--- src/rtl/prio_irq_ctrl.sv ---
module prio_irq_ctrl #(
  parameter int          NSRC     = 20,
  parameter int          LVLW     = 3,
  parameter int          VECW     = 8,
  parameter int          VEC_BASE = 16,
  parameter int          AW       = 16,
  parameter int          DW       = 16,
  parameter logic [15:0] REG_BASE = 16'h4306
) (
  input  logic            clk,
  input  logic            rst_n,
  input  logic [NSRC-1:0] irq_in,
  input  logic            reg_sel,
  input  logic            reg_wr,
  input  logic [AW-1:0]   reg_addr,
  input  logic [DW-1:0]   reg_wdata,
  output logic [DW-1:0]   reg_rdata,
  input  logic [LVLW-1:0] core_il,
  output logic            irq_req,
  output logic [LVLW-1:0] irq_lvl,
  output logic [VECW-1:0] irq_vec,
  output logic            irq_take
);

  localparam int NREG = (NSRC + 1) / 2;
  localparam int HI_POS = DW / 2;
  localparam int IDXW = $clog2(NSRC);
  localparam logic [DW-1:0] RD_MASK =
    (DW'((1 << LVLW) - 1)) | (DW'((1 << LVLW) - 1) << HI_POS);

  logic [LVLW-1:0] lvl_q [NSRC];

  logic [AW-1:0] offs, ridx;
  logic          hit, wr_en;

  assign offs  = reg_addr - AW'(REG_BASE);
  assign ridx  = offs >> 1;
  assign hit   = !offs[0] && (ridx < AW'(NREG));
  assign wr_en = reg_sel && reg_wr && hit;

  for (genvar i = 0; i < NSRC; i++) begin : g_lvl
    always_ff @(posedge clk or negedge rst_n) begin
      if (!rst_n)
        lvl_q[i] <= '0;
      else if (wr_en && ridx == AW'(i / 2))
        lvl_q[i] <= reg_wdata[(i % 2) * HI_POS +: LVLW];
    end
  end

  always_comb begin
    reg_rdata = '0;
    if (reg_sel && hit)
      for (int i = 0; i < NSRC; i++)
        if (ridx == AW'(i / 2))
          reg_rdata[(i % 2) * HI_POS +: LVLW] = lvl_q[i];
  end

  logic [LVLW-1:0] best_lvl;
  logic [IDXW-1:0] best_idx;

  always_comb begin
    best_lvl = '0;
    best_idx = '0;
    for (int i = 0; i < NSRC; i++)
      if (irq_in[i] && lvl_q[i] > best_lvl) begin
        best_lvl = lvl_q[i];
        best_idx = IDXW'(i);
      end
  end

  always_ff @(posedge clk or negedge rst_n) begin
    if (!rst_n) begin
      irq_req <= 1'b0;
      irq_lvl <= '0;
      irq_vec <= '0;
    end else begin
      irq_req <= best_lvl != '0;
      irq_lvl <= best_lvl;
      irq_vec <= (best_lvl != '0) ? VECW'(VEC_BASE) + VECW'(best_idx) : '0;
    end
  end

  assign irq_take = irq_req && (irq_lvl > core_il);

  assert_lvl_nonzero_R4: assert property (@(posedge clk) disable iff (!rst_n)
    irq_req |-> irq_lvl != '0);

  assert_vec_range_R6: assert property (@(posedge clk) disable iff (!rst_n)
    irq_req |-> (irq_vec >= VECW'(VEC_BASE)) && (irq_vec < VECW'(VEC_BASE + NSRC)));

  assert_idle_after_quiet_R9: assert property (@(posedge clk) disable iff (!rst_n)
    ($past(irq_in) == '0) |-> !irq_req);

  assert_take_needs_req_R8: assert property (@(posedge clk) disable iff (!rst_n)
    irq_take |-> irq_req);

  assert_unused_bits_zero_R2: assert property (@(posedge clk) disable iff (!rst_n)
    (reg_rdata & ~RD_MASK) == '0);

endmodule

--- config.mk ---
export PLATFORM = sky130hd
export DESIGN_NAME = prio_irq_ctrl
export DESIGN_NICKNAME = d
export VERILOG_FILES = /design/src/rtl/prio_irq_ctrl.sv
export SDC_FILE = /design/constraint.sdc
export NUM_CORES = 1
export LEC_CHECK = 0
export BUFFER_PORTS_ARGS = -buffer_cell sky130_fd_sc_hd__buf_2
export CORE_MARGIN = 4
export CORE_UTILIZATION = 30
export DETAILED_ROUTE_END_ITERATION = 8
export MAX_ROUTING_LAYER = met4
export PLACE_DENSITY_LB_ADDON = 0.15
export SETUP_SLACK_MARGIN = 0.02
export SYNTH_ARGS = -nofsm -noshare
export SYNTH_HDL_FRONTEND = slang
export SYNTH_SLANG_ARGS = --single-unit
--- constraint.sdc ---
create_clock -name clk -period 34.6 [get_ports clk]
set_input_delay 3.46 -clock clk [delete_from_list [all_inputs] [get_ports clk]]
set_output_delay 3.46 -clock clk [all_outputs]
set_load 0.02 [all_outputs]
* After elaboration in Yosys (flattened, before gate mapping) *
Index checks and enable logic that the tools add are counted.

operators by class
  bitwise operators = 0
  magnitude comparators = 22
  shifts and indexed selects = 0
  div/mod/pow operators = 0
  reductions and logical operators = 38
  mux-type cells = 62
  equality and inequality tests = 9
  add/subtract/negate cells = 2
  multipliers = 0

operators by type and width
  cell                                                                            number
  3-bit two-way mux                                                               42
  5-bit two-way mux                                                               18
  15-bit by 3-bit equality test with 1-bit output (second input constant)         4
  3-bit > comparator                                                              20
  1-bit logical AND                                                               35
  15-bit by 2-bit equality test with 1-bit output (second input constant)         2
  15-bit by 4-bit equality test with 1-bit output (second input constant)         2
  16-bit logical NOT                                                              1
  16-bit by 15-bit subtractor with 16-bit output (second input constant)          1
  15-bit by 1-bit equality test with 1-bit output (second input constant)         1
  15-bit by 4-bit less-than comparator with 1-bit output (second input constant)  1
  5-bit by 5-bit adder with 6-bit output (first input constant)                   1
  6-bit two-way mux                                                               1
  3-bit by 1-bit > comparator with 1-bit output (second input constant)           1
  3-bit nonzero test                                                              1
  1-bit logical NOT                                                               1
  1-bit two-way mux                                                               1

word-level totals
  input port bits = 59
  output and inout port bits = 29
  RAM bits = 0
  bits in latches = 0
  bits in read-only memories = 0
  memories = 0
  flip-flop bits (word level) = 70

* Logic depth before layout (Yosys ltp) *
Gate-level depths: netlist of the first run.

  depth after elaboration = 62
  depth in mapped cells = 141
  mapped depth without buffers = 140

* Worst setup path after synthesis of the first run *
No wires, ideal clock.

  kind = input port to flip-flop
  start point = input irq_in[0]
  end point = register irq_vec[0]
  library setup time = 119 ps
  stages on the path = 138
  required time = 34481 ps
  arrival = 27890 ps
  setup slack = 6591 ps
  cell sequence = and2_1 > inv_1 > ha_1 > and3b_1 > o211ai_2 > nand2_1 > o21ai_0 > ha_1 > nor2_1 > a22oi_1 > a21oi_1 > mux2_2 > ha_1 > nor2_1 > a21oi_1 > a211oi_1 > a21oi_1 > nand2_1 > (+102 left out) > ha_1 > nor2b_1 > o21ai_0 > nand2b_1 > and3_1 > clkbuf_1 > nor2_1 > a21oi_1 > ha_1 > nor2b_1 > o21ai_0 > a21oi_1 > nor2_1 > a22oi_1 > o211ai_1 > or3_1 > o21ai_2 > o21ba_1

between the ends
  word-level cells in the longest chain between the ends = 61

RTL lines
  element                                                                              RTL line  text
  start: declaration                                                                   12        input logic [NSRC-1:0] irq_in,
  1-bit logical AND *                                                                  65        if (irq_in[i] && lvl_q[i] > best_lvl) begin
  3-bit two-way mux *                                                                  65
  3-bit > comparator                                                                   65
  1-bit logical AND                                                                    65
  3-bit two-way mux                                                                    65
  3-bit > comparator                                                                   65
  1-bit logical AND                                                                    65
  3-bit two-way mux                                                                    65
  (+45 left out)                                                                       n/a
  3-bit > comparator                                                                   65
  1-bit logical AND                                                                    65
  3-bit two-way mux                                                                    65
  3-bit > comparator                                                                   65
  1-bit logical AND                                                                    65
  5-bit two-way mux / 3-bit two-way mux (equally long branches)                        65
  5-bit by 5-bit adder with 6-bit output / 3-bit nonzero test (equally long branches)  79        irq_vec <= (best_lvl != '0) ? VECW'(VEC_BASE) + VECW'(best_idx) : '0;
  6-bit two-way mux *                                                                  79
  end signal: assignment                                                               79
  end: declaration                                                                     21        output logic [VECW-1:0] irq_vec,

Every way passes the cells marked *; elsewhere a longest branch is shown, timed or not.
A chain may end at the register's enable or synchronous reset.

* Final worst setup path of the first run *
Same ends and word-level chain as after synthesis.

==> summary.txt, run 1 <==
Placed design
  – DP Cell Count: roughly 1,100
  – GPL Wtd Cong: slightly above 0.9
  – HPWL after DPL: 16,400 µm
  – I/O Buffers: 65

Drt
  – Vias: slightly above 6,000
  – DR iter-0 viols: around 370
  – Drt drc: 0
  – Drt pass-1 iters: 5
  – Post-route ant nets: 0
  – Wire length per cell: ~18 µm
  – WL final: around 21,000 µm
  – Via density: 5.37

Global route
  – Initial antenna violation count: 0
  – First-pass GRT wire length: around 33,000 µm
  – Total GRT Usage: 0.180
  – Vias in the first global route: ~6,000
  – Largest net degree at the start of global routing: between 70 and 80
  – Total gr overflow: 0

Floorplanning
  – Initial Util: 0.307
  – Die footprint: 24,100 µm²
  – Core Footprint: between 20,000 and 25,000 µm²
  – # IOs: about 90
  – Cell row count: 53
  – Die Width: around 160 µm
  – Die height: around 160 µm

Power and ir drop
  – Max IR drop VDD: 0.0000194 V
  – Leak Pwr: between 3 and 4 nW
  – Power Dens Cells: between 30 and 40 nW/µm²
  – Tot Pwr: 0.000234 W

Clock network
  – Clock edge transition at the registers on the reported setup and hold paths: roughly 0.06 ns
  – CTS Buf Count: 9
  – CTS Root Buffer Type: clkbuf_16
  – CTS Sinks: 70
  – Later-pin clock latency in the skew report: around 0.34 ns
  – CTS tree: built
  – Postcts setup bufs: 0
  – # hold bufs at CTS: 0
  – CTS max path bufs: 2
  – H-tree level count: 3
  – Cts repair resizes: 0

Final layout
  – Nets@finish: 948
  – Diode count: 0
  – Share of layout cells above drive strength 1: 0.178
  – Area Overhead vs Synth: 12.6%
  – Filler instances: between 2,000 and 2,500
  – Register area: 1750 µm²
  – Fin cells: 1,136
  – Multi-input logic area: around 4400 µm²

STA
  – Fin crit period: around 32 ns
  – Setup_tns: 0 ns
  – RSZ-0062 raised after global routing: no
  – Hold_ws: roughly 0.55 ns
  – Setup Viol. Count Final: 0
  – Slew Viols, Final: 0
  – Worst slew margin: 0.257
  – Worst-Margin Slew: 1.11 ns
  – Tcrit/Tclk final: 0.928
  – Clk_skew: 0.00628 ns
  – Hold Fails Final Rpt: 0
  – Max frequency: 31.1 MHz

Job
  – Max-Cap Viols: 0

Min path
  – Hold Path Class: register to register

Critical path
  – Req. time, crit path: 34.83 ns
  – CP max stage delay: 0.69 ns
  – Number of cells on the worst reg-to-reg path: 134
  – Worst Setup End Kind: register
  – Critical Path Source: irq_in[0]
  – Slowest stage cell, crit path: a2bb2oi_1
  – Critical path class: input port to register
  – Crit path top cell by count: nor2_1
  – Worst R2R Setup Slack: about 5.4 ns
  – Kind of launch point of the worst setup path: input port
  – R2R Path Start: lvl_q[59]
  – Crit path max fanout: 9
  – Crit path to: irq_vec[0]
  – Critical path arrival: 32.35 ns
  – R2r endpoint: irq_vec[0]

Run status
  – Outcome: completed

Logic synthesis
  – Main flop type after synthesis: dfrtp_1
  – Synth async-reset ratio: 1.00
  – Syn Inst Count: slightly above 800
  – Synth Register Bits: 70
  – Synthesized cell area: around 6500 µm²
  – Register area share after synthesis: 0.269
  – Post-synth EDFFs: 0
  – Yosys cell types: 92
  – Syn. warnings: 0
  – Post-Syn Area per Cell: approximately 8 µm²
-- worst min-delay path by stage --
| stage | start | endpoint | slack (ns) | cells past startpoint |
|---|---|---|---|---|
| floorplan | lvl_q[23] | lvl_q[23] | 0.49 | 1 |
| global placement | lvl_q[59] | lvl_q[59] | 0.53 | 1 |
| detailed placement | lvl_q[59] | lvl_q[59] | 0.54 | 1 |
| CTS | lvl_q[59] | lvl_q[59] | 0.55 | 1 |
| global route | lvl_q[59] | lvl_q[59] | 0.56 | 1 |
| finish | lvl_q[59] | lvl_q[59] | 0.55 | 1 |
-- layout make-up --
class                      instances  area share
clock buffer                      12      0.0337
clock inverter                     4     0.00957
inverter                          42      0.0215
multi-input combinational        667       0.603
sequential                        70       0.239
tap                              275      0.0470
timing repair buffer              66      0.0458
-- cell usage after synthesis (3+ instances only) --
library cell  number  share of area
a21o_1             8         0.0092
a211oi_1           6         0.0069
inv_1             42          0.024
a21oi_1           55          0.042
a22o_1             4         0.0054
o2111ai_1          3         0.0040
mux2i_1           13          0.020
nor2_1            68          0.039
o21ai_0           54          0.042
a22oi_1           10          0.012
nand2b_1           7         0.0067
and2_1            16          0.015
nand3_1           25          0.019
and3_1            15          0.014
nor3_1            19          0.015
o211ai_1          14          0.016
or2_2              7         0.0067
dfrtp_1           70           0.27
nor2b_1            6         0.0058
clkbuf_1          27          0.016
maj3_1             7          0.011
buf_4             12          0.014
nor3b_1            6         0.0069
a31oi_1           15          0.014
a2bb2oi_1          3         0.0040
o211a_1            4         0.0062
mux2_2            46          0.080
ha_1              33          0.063
o21bai_1           4         0.0046
a2111oi_0          5         0.0067
a221oi_1           3         0.0040
nand2_1          104          0.060
o21a_1             6         0.0069
nand4_1            7         0.0067
a21boi_0           3         0.0035
o21ai_1            6         0.0046
o31ai_1            4         0.0046
o22ai_1            5         0.0048
-- routing by layer --
layer,track usage,up-vias,wire (µm)
met2,0.272,149,9250
met5,-,-,0
li1,-,3057,-
met3,0.0231,34,823
met1,0.252,2863,10300
met4,0.0571,0,550
-- critical path, delay by kind of cell --
kind / cells / cell delay (ns)
compound gates: 50 / 11.63
simple gates: 52 / 8.36
fa+ha+maj: 25 / 7.18
mux: 4 / 1.30
buf+inv: 4 / 0.40
-- power by group --
group	switching [W]	total (W)	internal [W]
Combinational	0.0000304	0.0000471	0.0000166
Clock	0.0000368	0.000102	0.0000649
Sequential	0.000000734	0.0000851	0.0000843
-- state kept, by name (all words and copies together) (netlist names) --
register / cells
irq_lvl: 3
lvl_q: 60
irq_req: 1
irq_vec: 6
-- kinds of logic after synthesis --
logic type	after synthesis	synth area share
adder cells (fa/ha/maj)	41	0.0760
multiplexers	61	0.104
XOR/XNOR	3	0.00404
other	1	0.000577
AND/OR/NAND/NOR	299	0.220
flip-flops	70	0.269
AO/OA/AOI/OAI	251	0.269
buffers and inverters	85	0.0573
-- placed cells by master (no fill, tap or decap), types with 3 or more instances in the layout --
cell type  count
a2111oi_0      5
a21o_1         8
a22oi_1       10
a31oi_1       15
o211ai_1      14
clkbuf_16      9
or2_2          7
nand4_1        7
mux2i_1       13
and2_1        16
o21ai_1        6
nor3b_1        6
a21oi_1       55
and3_1        15
o211a_1        4
ha_1          33
mux2_2        46
maj3_1         7
o2111ai_1      3
nand2b_1       7
a221oi_1       3
nand3_1       25
o21a_1         6
o31ai_1        4
o21ai_0       54
a22o_1         4
nor2_1        68
nor2b_1        6
nand2_1      104
nor3_1        19
dfrtp_1       70
inv_1         42
buf_2         64
o22ai_1        5
a2bb2oi_1      3
a211oi_1       6
a21boi_0       3
o21bai_1       4
conb_1        12
-- through the flow --
| stage | util | setup slack (ns) | area (µm²) |
|---|---|---|---|
| floorplan | - | 6.59 | 6540 |
| global placement | 0.331 | 2.46 | 7010 |
| detailed placement | 0.331 | 2.37 | 7010 |
| CTS | 0.346 | 2.66 | 7320 |
| global route | 0.346 | 0.0664 | 7320 |
| finish | 0.346 | 2.49 | 7320 |
(Power assumes the default switching activity.)
==> run 2: changes to the inputs <==
==> constraint.sdc (replaced) <==
create_clock -name clk -period 28.6 [get_ports clk]
set_input_delay 2.86 -clock clk [delete_from_list [all_inputs] [get_ports clk]]
set_output_delay 2.86 -clock clk [all_outputs]
set_load 0.02 [all_outputs]
==> run 2 against run 1 <==
  * Largest power group unchanged
  * Register-to-register slack worse by 1.5 ns
  * Core utilization grew 3.6 points
  * Sequential share of layout area shrank 2.2 points
  * Clock skew barely moved
  * Clock-buffer cell count grew 1
  * Total power increased by 22%
  * First-iteration DRC count shrank 7.5%
  * Via count is 7.7% higher
==> summary.txt, run 2 (synthesis gave the netlist of run 1 again) <==
Run status
  – Outcome: completed (unchanged)

Floorplanning
  – Die Width: 155 µm (unchanged)
  – # IOs: 88 (unchanged)
  – Core Footprint: 21,200 µm² (unchanged)
  – Die height: 155 µm (unchanged)
  – Cell row count: 53 (unchanged)
  – Initial Util: 0.307 (unchanged)
  – Die footprint: 24,100 µm² (unchanged)

Critical path
  – Kind of launch point of the worst setup path: input port (unchanged)
  – Critical Path Source: irq_in[0] (unchanged)
  – Critical path class: input port to register (unchanged)
  – R2R Path Start: lvl_q[59] (unchanged)
  – Req. time, crit path: 28.81 ns (was 34.83 ns)
  – Critical path arrival: 27.22 ns (was 32.35 ns)
  – CP max stage delay: 0.39 ns (was 0.69 ns)
  – Worst Setup End Kind: register (unchanged)
  – Crit path max fanout: 6 (was 9)
  – Crit path top cell by count: ha_1 (was nor2_1)
  – Worst R2R Setup Slack: 3.84 ns (was 5.36 ns)
  – Slowest stage cell, crit path: or3b_1 (was a2bb2oi_1)

Clock network
  – CTS tree: built (unchanged)
  – H-tree level count: 3 (unchanged)
  – # hold bufs at CTS: 0 (unchanged)
  – Clock edge transition at the registers on the reported setup and hold paths: 0.06 ns (about the same)
  – CTS max path bufs: 2 (unchanged)
  – CTS Buf Count: 9 (unchanged)
  – Later-pin clock latency in the skew report: 0.34 ns (about the same)
  – CTS Sinks: 70 (unchanged)
  – CTS Root Buffer Type: clkbuf_16 (unchanged)

Power and ir drop
  – Sequential share of power: 0.360 (was 0.364)
  – Leak Pwr: 3.71 nW (was 3.31 nW)
  – Max IR drop VDD: 0.0000243 V (was 0.0000194 V)
  – Comb power frac: 0.249 (was 0.201)
  – Power Dens Cells: 35.3 nW/µm² (was 31.9 nW/µm²)
  – Switching power: 0.0000876 W (was 0.0000679 W)
  – Tot Pwr: 0.000286 W (was 0.000234 W)
  – Sw Share: 0.307 (was 0.290)
  – Internal: 0.000198 W (was 0.000166 W)
  – Clock power frac: 0.391 (was 0.435)

STA
  – Clk_skew: 0.00668 ns (was 0.00628 ns)
  – Max frequency: ~37 MHz
  – Hold_ws: 0.548 ns (was 0.549 ns)
  – Hold Fails Final Rpt: 0 (unchanged)
  – Setup Viol. Count Final: 0 (unchanged)
  – Final setup margin: 1.59 ns (was 2.49 ns)
  – Worst-Margin Slew: 1.16 ns (was 1.11 ns)
  – Worst slew margin: 0.226 (was 0.257)
  – Fin crit period: 27.01 ns
  – Tcrit/Tclk final: 0.944
  – Slew Viols, Final: 0 (unchanged)

Final layout
  – Leading cell type in the layout, fill and taps excluded: nand2_1 (unchanged)
  – Commonest non-fill, non-tap cells in the layout: nand2_1, buf_4, dfrtp_1 (was nand2_1, dfrtp_1, nor2_1)
  – Nets@finish: 1,025 (was 948)
  – Most flops, register: lvl_q (unchanged)
  – Top Registers: lvl_q (60), irq_vec (6), irq_lvl (3) (unchanged)
  – Area Overhead vs Synth: 24.3% (was 12.6%)
  – Final instance area: 8080 µm² (was 7320 µm²)
  – Max reg flops: 60 (unchanged)
  – Share of layout cells above drive strength 1: 0.284 (was 0.178)
  – Core Util, Final: 0.382 (was 0.346)

Placed design
  – Place WS: -0.272 ns (was 2.37 ns)
  – GPL Wtd Cong: 0.920 (was 0.916)
  – HPWL after DPL: 16,900 µm (was 16,400 µm)
  – I/O Buffers: 65 (unchanged)
  – Post-DP Area: 7530 µm² (was 7010 µm²)

Drt
  – Post-route ant nets: 0 (unchanged)
  – WL final: 22,000 µm (was 21,000 µm)
  – Drt drc: 0 (unchanged)
  – Wire length per cell: 18.1 µm (was 18.4 µm)
  – DR iter-0 viols: 345 (was 373)
  – Via density: 5.41 (was 5.37)
  – Vias: 6,573 (was 6,103)
  – Drt pass-1 iters: 5 (unchanged)

Global route
  – Vias in the first global route: 6,178 (was 5,984)
  – Total GRT Usage: 0.185 (was 0.180)
  – Initial antenna violation count: 1 (was 0)
  – Largest net degree at the start of global routing: 71 (unchanged)
  – Total gr overflow: 0 (unchanged)
  – First-pass GRT wire length: 34,100 µm (was 33,300 µm)

Min path
  – Hold Path Class: register to register (unchanged)
  – HP Start: lvl_q[54] (was lvl_q[59])

Job
  – Max-Cap Viols: 0 (unchanged)
-- run 2: cell types whose count changed in the layout (fill, tap and decap cells not counted), moves of 3 or more --
cell / before / now
buf_4: 2 / 79
nor2_1: 68 / 58
nor2_2: 0 / 6
nor2_4: 0 / 4
o21ai_0: 54 / 47
o21ai_1: 6 / 9
o21ai_2: 1 / 5
-- run 2: power groups by stage --
stage | clock [W] | sequential, W | combinational [W]
5_1_grt | 0.000118 | 0.000103 | 0.0000784
2_1_floorplan | 0 | 0.000109 | 0.0000338
6_report | 0.000112 | 0.000103 | 0.0000711
4_1_cts | 0.000114 | 0.000103 | 0.0000670
3_3_place_gp | 0 | 0.000105 | 0.0000665
3_5_place_dp | 0 | 0.000105 | 0.0000665
-- run 2: routing by layer --
layer  up-vias  routed length [µm]  GRT usage
met1      3165               10500      0.252
li1       3225                   -          -
met3        35                 868     0.0270
met2       148               10100      0.286
met4         0                 562     0.0550
met5         -                   0          -
-- run 2: stage by stage --
| stage | cells | TNS (ns) |
|---|---|---|
| floorplan | 822 | 0 |
| global placement | 1190 | -0.947 |
| detailed placement | 1190 | -1.54 |
| CTS | 1206 | 0 |
| global route | 1214 | -0.216 |
| finish | 1214 | 0 |
-- run 2: area by class of cell --
class / count / area [µm²]
clock inverter: 3 / 17.5
inverter: 42 / 158
timing repair buffer: 143 / 913
fill: 2209 / 13100
antenna: 1 / 2.50
multi-input combinational: 667 / 4620
tap: 275 / 344
sequential: 70 / 1750
clock buffer: 13 / 270
-- run 2: timing repair --
| action | 4_1_cts | 5_1_grt |
|---|---|---|
| setup endpoints to repair | 4 | 10 |
| resized for setup | 1 | 50 |
| setup buffers | 0 | 7 |
| endpoints found under the hold margin | 0 | 0 |
| pin swaps | 0 | 19 |
-- run 2: critical path, delay by kind of cell --
| kind | cells | cell delay [ns] |
|---|---|---|
| adders and majority gates | 26 | 7.97 |
| AOI/OAI and AO/OA | 50 | 7.24 |
| and+or+nand+nor | 51 | 6.64 |
| muxes | 4 | 1.40 |
| buffers and inverters | 9 | 1.09 |
-- run 2: worst paths after layout --
check                      depth (start not counted)         end
hold reg to reg                                    1   lvl_q[54]
min in group asynchronous                          1  irq_lvl[2]
hold / removal                                     1   lvl_q[54]
setup / recovery                                 140  irq_vec[1]
max in group asynchronous                          1   lvl_q[46]
setup reg to reg                                 139  irq_vec[1]
==> run 3: changes to the inputs <==
--- a/config.mk
+++ b/config.mk
@@ -12,6 +12,7 @@
 export MAX_ROUTING_LAYER = met4
 export PLACE_DENSITY_LB_ADDON = 0.15
 export SETUP_SLACK_MARGIN = 0.02
+export SLEW_MARGIN = 20
 export SYNTH_ARGS = -nofsm -noshare
 export SYNTH_HDL_FRONTEND = slang
 export SYNTH_SLANG_ARGS = --single-unit
==> constraint.sdc (replaced) <==
create_clock -name clk -period 29.4 [get_ports clk]
set_input_delay 2.94 -clock clk [delete_from_list [all_inputs] [get_ports clk]]
set_output_delay 2.94 -clock clk [all_outputs]
set_load 0.02 [all_outputs]
==> run 3 against run 2 <==
  * Sequential share of layout area increased by 0.31 points
  * Core utilization decreased by 0.54 points
  * Sequential cell count unchanged
  * Sequential power about the same
  * First-iteration DRC count increased by 12%
==> summary.txt, run 3 (synthesis gave the netlist of run 1 again) <==
STA
  – Tcrit/Tclk final: 0.939
  – Worst slew margin: 0.232 (was 0.226)
  – Clk_skew: 0.00396 ns (was 0.00668 ns)
  – Worst-Margin Slew: 1.14 ns (was 1.16 ns)
  – Hold Fails Final Rpt: 0 (unchanged)
  – Setup Viol. Count Final: 0 (unchanged)
  – Fin crit period: ~28 ns
  – Max frequency: between 30 and 40 MHz
  – Slew Viols, Final: 0 (unchanged)

Drt
  – Drt pass-1 iters: 5 (unchanged)
  – Wire length per cell: 18.0 µm (was 18.1 µm)
  – Via density: 5.33 (was 5.41)
  – Vias: 6,421 (was 6,573)
  – Post-route ant nets: 0 (unchanged)
  – WL final: 21,700 µm (was 22,000 µm)
  – DR iter-0 viols: 387 (was 345)
  – Drt drc: 0 (unchanged)

Floorplanning
  – Core Footprint: 21,200 µm² (unchanged)
  – Initial Util: 0.307 (unchanged)
  – Die height: 155 µm (unchanged)
  – # IOs: 88 (unchanged)
  – Cell row count: 53 (unchanged)
  – Die Width: 155 µm (unchanged)
  – Die footprint: 24,100 µm² (unchanged)

Placed design
  – DP Cell Count: 1,174 (was 1,190)
  – Post-DP Area: 7410 µm² (was 7530 µm²)
  – HPWL after DPL: 16,800 µm (was 16,900 µm)
  – GPL Wtd Cong: 0.935 (was 0.920)
  – I/O Buffers: 65 (unchanged)

Power and ir drop
  – Comb power frac: 0.248 (was 0.249)
  – Internal: 0.000187 W (was 0.000198 W)
  – Power Dens Cells: 34.0 nW/µm² (was 35.3 nW/µm²)
  – Leak Pwr: 3.64 nW (was 3.71 nW)
  – Switching power: 0.0000845 W (was 0.0000876 W)
  – Clock power frac: 0.382 (was 0.391)
  – Tot Pwr: 0.000271 W (was 0.000286 W)
  – Sequential share of power: 0.369 (was 0.360)
  – Sw Share: 0.312 (was 0.307)
  – Max IR drop VDD: 0.0000250 V (was 0.0000243 V)

Global route
  – Vias in the first global route: 6,047 (was 6,178)
  – Total gr overflow: 0 (unchanged)
  – Initial antenna violation count: 2 (was 1)
  – Total GRT Usage: 0.185 (about the same)
  – Largest net degree at the start of global routing: 71 (unchanged)
  – First-pass GRT wire length: 33,900 µm (was 34,100 µm)

Min path
  – Hold Path Class: register to register (unchanged)
  – HP Start: lvl_q[54] (unchanged)

Final layout
  – Share of layout cells above drive strength 1: 0.277 (was 0.284)
  – Final instance area: 7970 µm² (was 8080 µm²)
  – Filler instances: 2,235 (was 2,209)
  – Fin cells: 1,204 (was 1,214)
  – Max reg flops: 60 (unchanged)
  – Top Registers: lvl_q (60), irq_vec (6), irq_lvl (3) (unchanged)
  – Most flops, register: lvl_q (unchanged)
  – Nets@finish: 1,015 (was 1,025)
  – Leading cell type in the layout, fill and taps excluded: nand2_1 (unchanged)
  – Area Overhead vs Synth: 22.5% (was 24.3%)
  – Core Util, Final: 0.377 (was 0.382)
  – Commonest non-fill, non-tap cells in the layout: nand2_1, dfrtp_1, buf_4 (was nand2_1, buf_4, dfrtp_1)

Clock network
  – Later-pin clock latency in the skew report: 0.34 ns (about the same)
  – CTS max path bufs: 2 (unchanged)
  – CTS Root Buffer Type: clkbuf_16 (unchanged)
  – # hold bufs at CTS: 0 (unchanged)
  – H-tree level count: 3 (unchanged)
  – CTS Sinks: 70 (unchanged)
  – Clock edge transition at the registers on the reported setup and hold paths: 0.06 ns (about the same)
  – CTS Buf Count: 9 (unchanged)
  – CTS tree: built (unchanged)

Critical path
  – Critical Path Source: irq_in[0] (unchanged)
  – Critical path class: input port to register (unchanged)
  – Worst Setup End Kind: register (unchanged)
  – R2R Path Start: lvl_q[59] (unchanged)
  – Crit path max fanout: 6 (unchanged)
  – Critical path arrival: 27.81 ns (was 27.22 ns)
  – Slowest stage cell, crit path: a311oi_2 (was or3b_1)
  – Crit path top cell by count: ha_1 (unchanged)
  – Kind of launch point of the worst setup path: input port (unchanged)
  – CP max stage delay: 0.39 ns (about the same)
  – Req. time, crit path: 29.62 ns (was 28.81 ns)

Job
  – Max-Cap Viols: 0 (unchanged)

Run status
  – Outcome: completed (unchanged)
==> run 3: through the flow <==
stage / setup slack (ns) / hold WS (ns) / TNS, ns
2_1_floorplan: 1.91 / 0.489 / 0
3_3_place_gp: 0.0315 / 0.524 / 0
3_5_place_dp: 0.121 / 0.532 / 0
4_1_cts: 0.354 / 0.549 / 0
5_1_grt: -0.162 / 0.585 / -0.837
6_report: 1.80 / 0.547 / 0
==> run 3: what timing repair did <==
item | 4_1_cts | 5_1_grt
endpoints found under the hold margin | 0 | 0
gates resized for setup | 0 | 49
setup buffers | 0 | 13
endpoints found under the setup margin | 0 | 10
==> run 3: power by group through the flow <==
stage	Sequential [W]	Clock (W)	Combinational [W]
global route	0.000100	0.000111	0.0000749
detailed placement	0.000102	0	0.0000632
CTS	0.000100	0.000106	0.0000635
finish	0.000100	0.000104	0.0000674
floorplan	0.000106	0	0.0000329
global placement	0.000102	0	0.0000633
==> run 3: final timing paths <==
kind / endpoint / slack [ns] / cells after the start
setup / recovery: irq_vec[1] / 1.80 / 140
hold / removal: lvl_q[54] / 0.55 / 1
setup reg to reg: irq_vec[1] / 4.14 / 139
hold reg to reg: lvl_q[54] / 0.55 / 1
max in group asynchronous: lvl_q[49] / 26.03 / 1
min in group asynchronous: irq_vec[1] / 2.73 / 1
==> run 3: layout make-up <==
class | instances | area, µm² | share of cell area
inverters | 42 | 158 | 0.0198
multi-input cells | 667 | 4600 | 0.578
clock inverters | 4 | 22.5 | 0.00283
repair buffers | 133 | 838 | 0.105
diodes | 1 | 2.50 | 0.000314
clock buffers | 12 | 246 | 0.0309
well taps | 275 | 344 | 0.0432
flip-flops and latches | 70 | 1750 | 0.220
==> run 3: worst max-delay path, delay by kind of cell <==
kind / cells / cell delay [ns]
compound gates: 48 / 7.38
mux: 6 / 1.79
fa+ha+maj: 26 / 7.87
buf+inv: 8 / 0.95
simple gates: 52 / 6.82
==> run 3: layer usage <==
layer | global-route usage | share of wire
met5 | - | 0
met4 | 0.0475 | 0.014
met3 | 0.0211 | 0.036
met2 | 0.290 | 0.47
met1 | 0.256 | 0.48
